==> config.mk <==
export PLATFORM = sky130hd
export DESIGN_NAME = wdt_dual
export DESIGN_NICKNAME = d
export VERILOG_FILES = /design/src/rtl/wdt_dual.sv
export SDC_FILE = /design/constraint.sdc
export NUM_CORES = 1
export LEC_CHECK = 0
export ABC_AREA = 1
export CAP_MARGIN = 15
export CORE_AREA = 8 8 127 129
export DETAILED_ROUTE_END_ITERATION = 12
export DIE_AREA = 0 0 135 137
export PLACE_DENSITY_LB_ADDON = 0.2
export SETUP_SLACK_MARGIN = 0.1
export SLEW_MARGIN = 0
export SYNTH_ARGS = -nofsm -noshare
export SYNTH_HDL_FRONTEND = slang
export SYNTH_SLANG_ARGS = --single-unit
==> constraint.sdc <==
create_clock -name clk -period 2.1 [get_ports clk]
set_clock_uncertainty 0.2 [all_clocks]
set_input_delay 0.21 -clock clk [delete_from_list [all_inputs] [get_ports clk]]
set_output_delay 0.21 -clock clk [all_outputs]
set_load 0.01 [all_outputs]
==> src/rtl/wdt_dual.sv <==
module wdt_dual #(
  parameter logic [31:0] KEY_A = 32'h1234_5678,
  parameter logic [31:0] KEY_B = 32'h8765_4321
) (
  input  logic        clk,
  input  logic        rst_n,
  input  logic        bus_we,
  input  logic [7:0]  bus_addr,
  input  logic [31:0] bus_wdata,
  output logic [31:0] bus_rdata,
  output logic        irq,
  output logic        wd_rst_req
);
  localparam logic [7:0] A_LD  = 8'h20;
  localparam logic [7:0] A_CNT = 8'h24;
  localparam logic [7:0] A_CTL = 8'h28;
  localparam logic [7:0] A_EVT = 8'h2C;
  localparam logic [7:0] A_RST = 8'h30;
  localparam logic [7:0] A_KEY = 8'h34;

  logic [31:0] ld_q, cnt_q;
  logic [7:0]  pre_q, div_q;
  logic        run_q, rel_q, ie_q, wd_q, evt_q, rfl_q, armed_q, req_q;

  wire wr_ld  = bus_we && bus_addr == A_LD;
  wire wr_cnt = bus_we && bus_addr == A_CNT;
  wire wr_ctl = bus_we && bus_addr == A_CTL;
  wire wr_evt = bus_we && bus_addr == A_EVT;
  wire wr_rst = bus_we && bus_addr == A_RST;
  wire wr_key = bus_we && bus_addr == A_KEY;
  wire tick   = run_q && div_q == pre_q;
  wire hit    = tick && cnt_q == 32'd1 && !wr_ld && !wr_cnt;

  always_ff @(posedge clk or negedge rst_n)
    if (!rst_n)                              div_q <= '0;
    else if (!run_q || tick || wr_ld || wr_cnt) div_q <= '0;
    else                                     div_q <= div_q + 8'd1;

  always_ff @(posedge clk or negedge rst_n)
    if (!rst_n) begin
      ld_q  <= '0;
      cnt_q <= '0;
    end else if (wr_ld) begin
      ld_q  <= bus_wdata;
      cnt_q <= bus_wdata;
    end else if (wr_cnt) begin
      cnt_q <= bus_wdata;
    end else if (tick) begin
      if (cnt_q != 32'd0) cnt_q <= cnt_q - 32'd1;
      else if (rel_q)     cnt_q <= ld_q;
    end

  always_ff @(posedge clk or negedge rst_n)
    if (!rst_n) begin
      pre_q <= '0; run_q <= 1'b0; rel_q <= 1'b0; ie_q <= 1'b0; wd_q <= 1'b0;
    end else if (wr_ctl) begin
      pre_q <= bus_wdata[15:8];
      ie_q  <= bus_wdata[2];
      rel_q <= bus_wdata[1];
      run_q <= bus_wdata[0];
      wd_q  <= wd_q | bus_wdata[3];
    end else if (wr_key && armed_q && bus_wdata == KEY_B) begin
      wd_q  <= 1'b0;
    end

  always_ff @(posedge clk or negedge rst_n)
    if (!rst_n)      armed_q <= 1'b0;
    else if (wr_key) armed_q <= (bus_wdata == KEY_A);

  always_ff @(posedge clk or negedge rst_n)
    if (!rst_n)                       evt_q <= 1'b0;
    else if (hit)                     evt_q <= 1'b1;
    else if (wr_evt && bus_wdata[0])  evt_q <= 1'b0;

  always_ff @(posedge clk or negedge rst_n)
    if (!rst_n)                       rfl_q <= 1'b0;
    else if (hit && wd_q)             rfl_q <= 1'b1;
    else if (wr_rst && bus_wdata[0])  rfl_q <= 1'b0;

  always_ff @(posedge clk or negedge rst_n)
    if (!rst_n) req_q <= 1'b0;
    else        req_q <= hit && wd_q;

  assign irq        = evt_q && ie_q && !wd_q;
  assign wd_rst_req = req_q;

  always_comb
    case (bus_addr)
      A_LD:    bus_rdata = ld_q;
      A_CNT:   bus_rdata = cnt_q;
      A_CTL:   bus_rdata = {16'd0, pre_q, 4'd0, wd_q, ie_q, rel_q, run_q};
      A_EVT:   bus_rdata = {31'd0, evt_q};
      A_RST:   bus_rdata = {31'd0, rfl_q};
      default: bus_rdata = '0;
    endcase

  a_r5_zero_sets_event: assert property (@(posedge clk) disable iff (!rst_n)
    (tick && cnt_q == 32'd1 && !wr_ld && !wr_cnt) |=> evt_q);
  a_r5_single_shot_holds: assert property (@(posedge clk) disable iff (!rst_n)
    (run_q && !rel_q && cnt_q == 32'd0 && !wr_ld && !wr_cnt) |=> cnt_q == 32'd0);
  a_r9_req_sets_flag: assert property (@(posedge clk) disable iff (!rst_n)
    wd_rst_req |-> (rfl_q && wd_q));
  a_r9_req_one_cycle: assert property (@(posedge clk) disable iff (!rst_n)
    wd_rst_req |=> !wd_rst_req);
  a_r9_flag_clear_by_write: assert property (@(posedge clk) disable iff (!rst_n)
    $fell(rfl_q) |-> $past(wr_rst && bus_wdata[0]));
  a_r10_mode_sticky: assert property (@(posedge clk) disable iff (!rst_n)
    (wd_q && wr_ctl) |=> wd_q);
  a_r8_no_irq_in_wd: assert property (@(posedge clk) disable iff (!rst_n)
    wd_q |-> !irq);
endmodule

# Yosys cells after proc, flatten, opt, wreduce, memory -nomap -nowiden

Cells that the tools add are included.

Bits in read-only memories: 0
Latch bits: 0
Register bits: 88
Memory bits (writable): 0
Output and inout bits: 34
Word-level logic and storage cells: 69
Memories kept: 0

Multipliers: 0
Magnitude comparators: 0
Bitwise logic cells: 1
Shifts and indexed selects: 0
Add/sub/neg operators: 2
Div/mod/pow operators: 0
Reductions and logical operators: 31
Equal/unequal tests: 10
Multiplexer cells: 13

Operator list:

| operator                                              | number |
|---|---|
| 2-to-1 mux 32 bit                                     | 5 |
| case mux 32 bit (5 select lines)                      | 1 |
| equality test 8 x 6 -> 1 bit, second input constant   | 6 |
| equality test 32 x 1 -> 1 bit, second input constant  | 1 |
| equality test 32 x 29 -> 1 bit, second input constant | 1 |
| equality test 32 bit, second input constant           | 1 |
| nonzero test 32 bit                                   | 1 |
| subtractor 32 x 1 -> 32 bit, second input constant    | 1 |
| logical AND 1 bit                                     | 17 |
| adder 8 x 1 -> 8 bit, second input constant           | 1 |
| equality test 8 bit                                   | 1 |
| 2-to-1 mux 8 bit                                      | 1 |
| 2-to-1 mux 1 bit                                      | 6 |
| nonzero test 2 bit                                    | 3 |
| zero test 1 bit                                       | 4 |
| nonzero test 4 bit                                    | 1 |
| logical OR 1 bit                                      | 3 |
| nonzero test 3 bit                                    | 1 |
| AND reduction 2 bit                                   | 1 |
| bitwise OR 1 bit                                      | 1 |

# Longest topological paths before layout

Depth in word-level cells: 7
Gate-level depth with buffers: 12
Gate-level depth less buffers: 12

# Worst setup path after synthesis

Ideal clock, no wire load.

Path type: register -> register
Start point: register cnt_q[0]
End point: register cnt_q[14]
Arrival: 1.694 ns
Stages on the path, launching flop included: 13
Path buffers: 1
Setup time: 0.124 ns
Required time: 1.776 ns
Slack: 0.082 ns
Clock period less this slack: 2.018 ns
Cells stage by stage: dfrtp_1 inv_1 ha_1 nand2_2 nor2_4 nand2_4 nor2_8 nand2_1 nand2_1 nor2_2 buf_6 nand2_1 nand3_1

Longest elaborated chain between the ends: 5
Elaborated cells on any way between the ends: 8

RTL lines:

| what                                                                      | line | RTL |
|---|---|---|
| start: declaration                                                        | 21   | `logic [31:0] ld_q, cnt_q;` |
| start signal: assignment                                                  | 45   | `cnt_q <= bus_wdata;` |
| start signal: assignment                                                  | 47   | `cnt_q <= bus_wdata;` |
| start signal: assignment                                                  | 49   | `if (cnt_q != 32'd0) cnt_q <= cnt_q - 32'd1;` |
| subtractor 32 x 1 -> 32 bit / nonzero test 32 bit (equally long branches) | 49   |  |
| 2-to-1 mux 32 bit                                                         | 49   |  |
| 2-to-1 mux 32 bit                                                         | 48   | `end else if (tick) begin` |
| 2-to-1 mux 32 bit                                                         | 46   | `end else if (wr_cnt) begin` |
| 2-to-1 mux 32 bit                                                         | 43   | `end else if (wr_ld) begin` |

Parallel ways exist; a longest one is shown, timed or not. The select of a mux whose other input is x is not followed.
A chain may end at the register's enable or synchronous reset.

# Worst setup path in the final report

Start point: register cnt_q[19]
End point: register cnt_q[18]

Longest elaborated chain between the ends: 5
Elaborated cells on any way between the ends: 7

RTL lines:

| what                  | line |
|---|---|
| nonzero test 32 bit * | 49 |
| 2-to-1 mux 32 bit     | 49 |
| 2-to-1 mux 32 bit     | 48 |
| 2-to-1 mux 32 bit     | 46 |
| 2-to-1 mux 32 bit     | 43 |

Mark *: on every way between the ends. The rest lies on a longest branch, timed or not. The select of a mux whose other input is x is not followed.

==> metrics.cfg <==
[die]
design.core.area_um2 = 14200
io_pins = 77
die_w_um = 135
start_util_pct = 40.2
placementRows = 44
die_height_um = 137
dieArea_um2 = 18500

[timing]
rsz0062_at_grt = yes
hold_viol_final = 0
setup-tns-final_ns = 0
relSlewSlack_pct = 66.6
fmax_mhz = 515
slew_viol_final = 0
period_share_pct = 92.5
period_needed_ns = 1.94
max_slew.worst_pin.slew_ns = 0.498
report.final.setup_viol = 0

[routing]
vias = 6279
wire_per_inst_um = 16.8
drc = 0
dr.pass1.iters = 5
first_iter_violations = 539
final_antenna_net_count = 0
avgViaCountPerCell = 5.11
routed_wl_um = 20600

[yosys]
synthArstFlopShare_pct = 100
synth_area_leaders = dfrtp_1 (39%), nand2_1 (18%), inv_1 (7.0%)
ys.flop_type = dfrtp_1
ys_types = 37
syn_area_um2 = 5700
syn_inst = 858
synth_top_area_share_pct = 38.6
yosysWarningCount = 0
synth_seq_cells = 88
syn-num-nets = 904
ys_seq_area_share_pct = 38.6
synth_edf_count = 0
syn_area_per_cell_um2 = 6.65
yosysTopAreaCell = dfrtp_1

[job]
max-cap-violations = 0

[worst_setup_path]
cp_max_fo = 15
crit_type = flip-flop to flip-flop
end_kind = flip-flop
cp.arrival_ns = 1.98
critPathRequiredTime_ns = 2.13
startpoint_type = flip-flop

[status]
outcome = complete, no violations

[place]
io_buffers = 76
dp_hpwl_um = 15900
place_area_um2 = 7440
place_inst = 1197
gp_congestion = 0.910

[global_routing]
grt.overflow.total = 0
grt_usage_pct = 22.8
antenna_found_initial = 0
grt_pass1_wl_um = 32600
grt_pass1_vias = 6121
grt_max_degree = 44

[clocking]
cts_root_buf = clkbuf_16
numCtsBuffers = 9
clk_path_buf_depth = 2
cts_tree = done
numClockSinks = 88
cts_max_level = 3
clock_latency_ns = 0.36
cts.clk_slew.worst_paths_ns = 0.07

[power_and_ir_drop]
p_per_area_nw_per_um2 = 1040
p_leak_nw = 3.98
vdd_drop_max_uv = 439

[layout]
areaGrowthSynthToFinish_pct = 41.8
instances_no_fill = 1229
fillers = 1392
nets = 1087
diodes = 0
drive_above_1_share_pct = 23.3
fin_util_pct = 56.9
stdcell_area_um2 = 8090

[min_path]
min_path_type = input pin to asynchronous set/reset pin

==> cell usage in the layout (no fill, tap or decap), types with 10 or more instances in the layout <==
master           count
o22ai_1             11
nand2_2             14
buf_4              101
nor2_2              22
clkdlybuf4s50_1     35
a21oi_1             16
inv_1              102
xor2_1              11
nand4_1             26
nor2_1              79
buf_12              10
nand2_1            266
nand3_1             54
o21ai_0             56
dfrtp_1             87
buf_2               32
==> timing repair <==
item                                    CTS  global route
pin swaps                                13             9
gates cloned                              1             0
endpoints found under the hold margin    69             0
buffers inserted                          6             9
endpoints found under the setup margin   67            36
resized for setup                       193            35
hold buffers                              1             0
==> flip-flops by register name (all words and copies together), names as in the netlist <==
signal      cells
armed_q         1
cnt_q          32
div_q           8
evt_q           1
ie_q            1
ld_q           32
pre_q           8
rel_q           1
rfl_q           1
run_q           1
wd_q            1
wd_rst_req      1
==> critical path, stage by stage (launching register included) <==
cell and delay, ns:
dfrtp_1 0.40, nor2_1 0.14, nand2_1 0.10, nor2_2 0.15, nand2_2 0.12, nor2_8 0.14, nand3_2 0.11, nand2_4 0.10
buf_12 0.14, inv_2 0.07, nand2_1 0.07, nand3_1 0.07
==> through the flow <==
step	total power, mW	hold slack (ns)	worst slack (ns)
floorplan	4.42	-0.286	0.107
global route	8.97	0.194	0.0422
CTS	8.12	0.158	0.113
finish	8.41	0.135	0.157
global placement	6.12	-0.0423	-0.468
detailed placement	6.14	-0.0357	-0.483
==> worst paths after layout <==
kind                                              end                   from  cells past startpoint  slack (ns)
worst max-delay path            cnt_q[18]$_DFFE_PN0P_  cnt_q[19]$_DFFE_PN0P_                     11        0.16
min in group clk                    evt_q$_DFFE_PN0P_            bus_addr[2]                      5        0.24
max in group asynchronous        ld_q[12]$_DFFE_PN0P_                  rst_n                      3        0.97
worst min register to register    ld_q[9]$_DFFE_PN0P_    ld_q[9]$_DFFE_PN0P_                      2        0.29
worst max register to register  cnt_q[18]$_DFFE_PN0P_  cnt_q[19]$_DFFE_PN0P_                     11        0.16
worst min-delay path             cnt_q[9]$_DFFE_PN0P_                  rst_n                      2        0.14
==> power by group <==
| part | switching (mW) | internal, mW | leakage [nW] |
|---|---|---|---|
| registers | 0.238 | 1.99 | 1.16 |
| logic | 2.55 | 1.77 | 2.65 |
| clock network | 0.711 | 1.15 | 0.165 |
==> cell usage after synthesis, types with 6 or more instances <==
cell and count:
dfrtp_1 88, o221ai_1 9, xor2_1 11, o22ai_1 17, nand3_1 55, o21ai_0 62
buf_2 6, nor2_1 105, nor3_1 8, nor4_1 6, clkbuf_1 13, nand2_1 278
a21oi_1 16, xnor2_1 7, nand4_1 26, inv_1 107
==> routing by layer <==
| metal | global-route usage (%) | up-vias | wire (µm) | share of wire (%) |
|---|---|---|---|---|
| met2 | 37.9 | 206 | 9920 | 48 |
| met4 | 8.88 | 0 | 492 | 2.4 |
| li1 | - | 3127 | - | - |
| met5 | 0 | - | 0 | 0 |
| met1 | 29.3 | 2912 | 9090 | 44 |
| met3 | 3.19 | 34 | 1120 | 5.4 |
==> cell type report <==
cell class                      count  area, µm²  share of cell area (%)
Multi-Input combinational cell    630       3180                    39.4
Sequential cell                    88       2200                    27.2
Tap cell                          184        230                    2.85
Inverter                          113        427                    5.28
Timing Repair Buffer              199       1710                    21.1
Clock inverter                      6        109                    1.35
Clock buffer                        9        225                    2.79
==> logic make-up after synthesis <==
logic type,share of synthesized area [%]
xor+xnor,2.76
fa+ha+maj,0.658
simple gates,36.4
flops,38.6
compound gates,11.7
buf+inv,9.87
(Power assumes the default switching activity.)
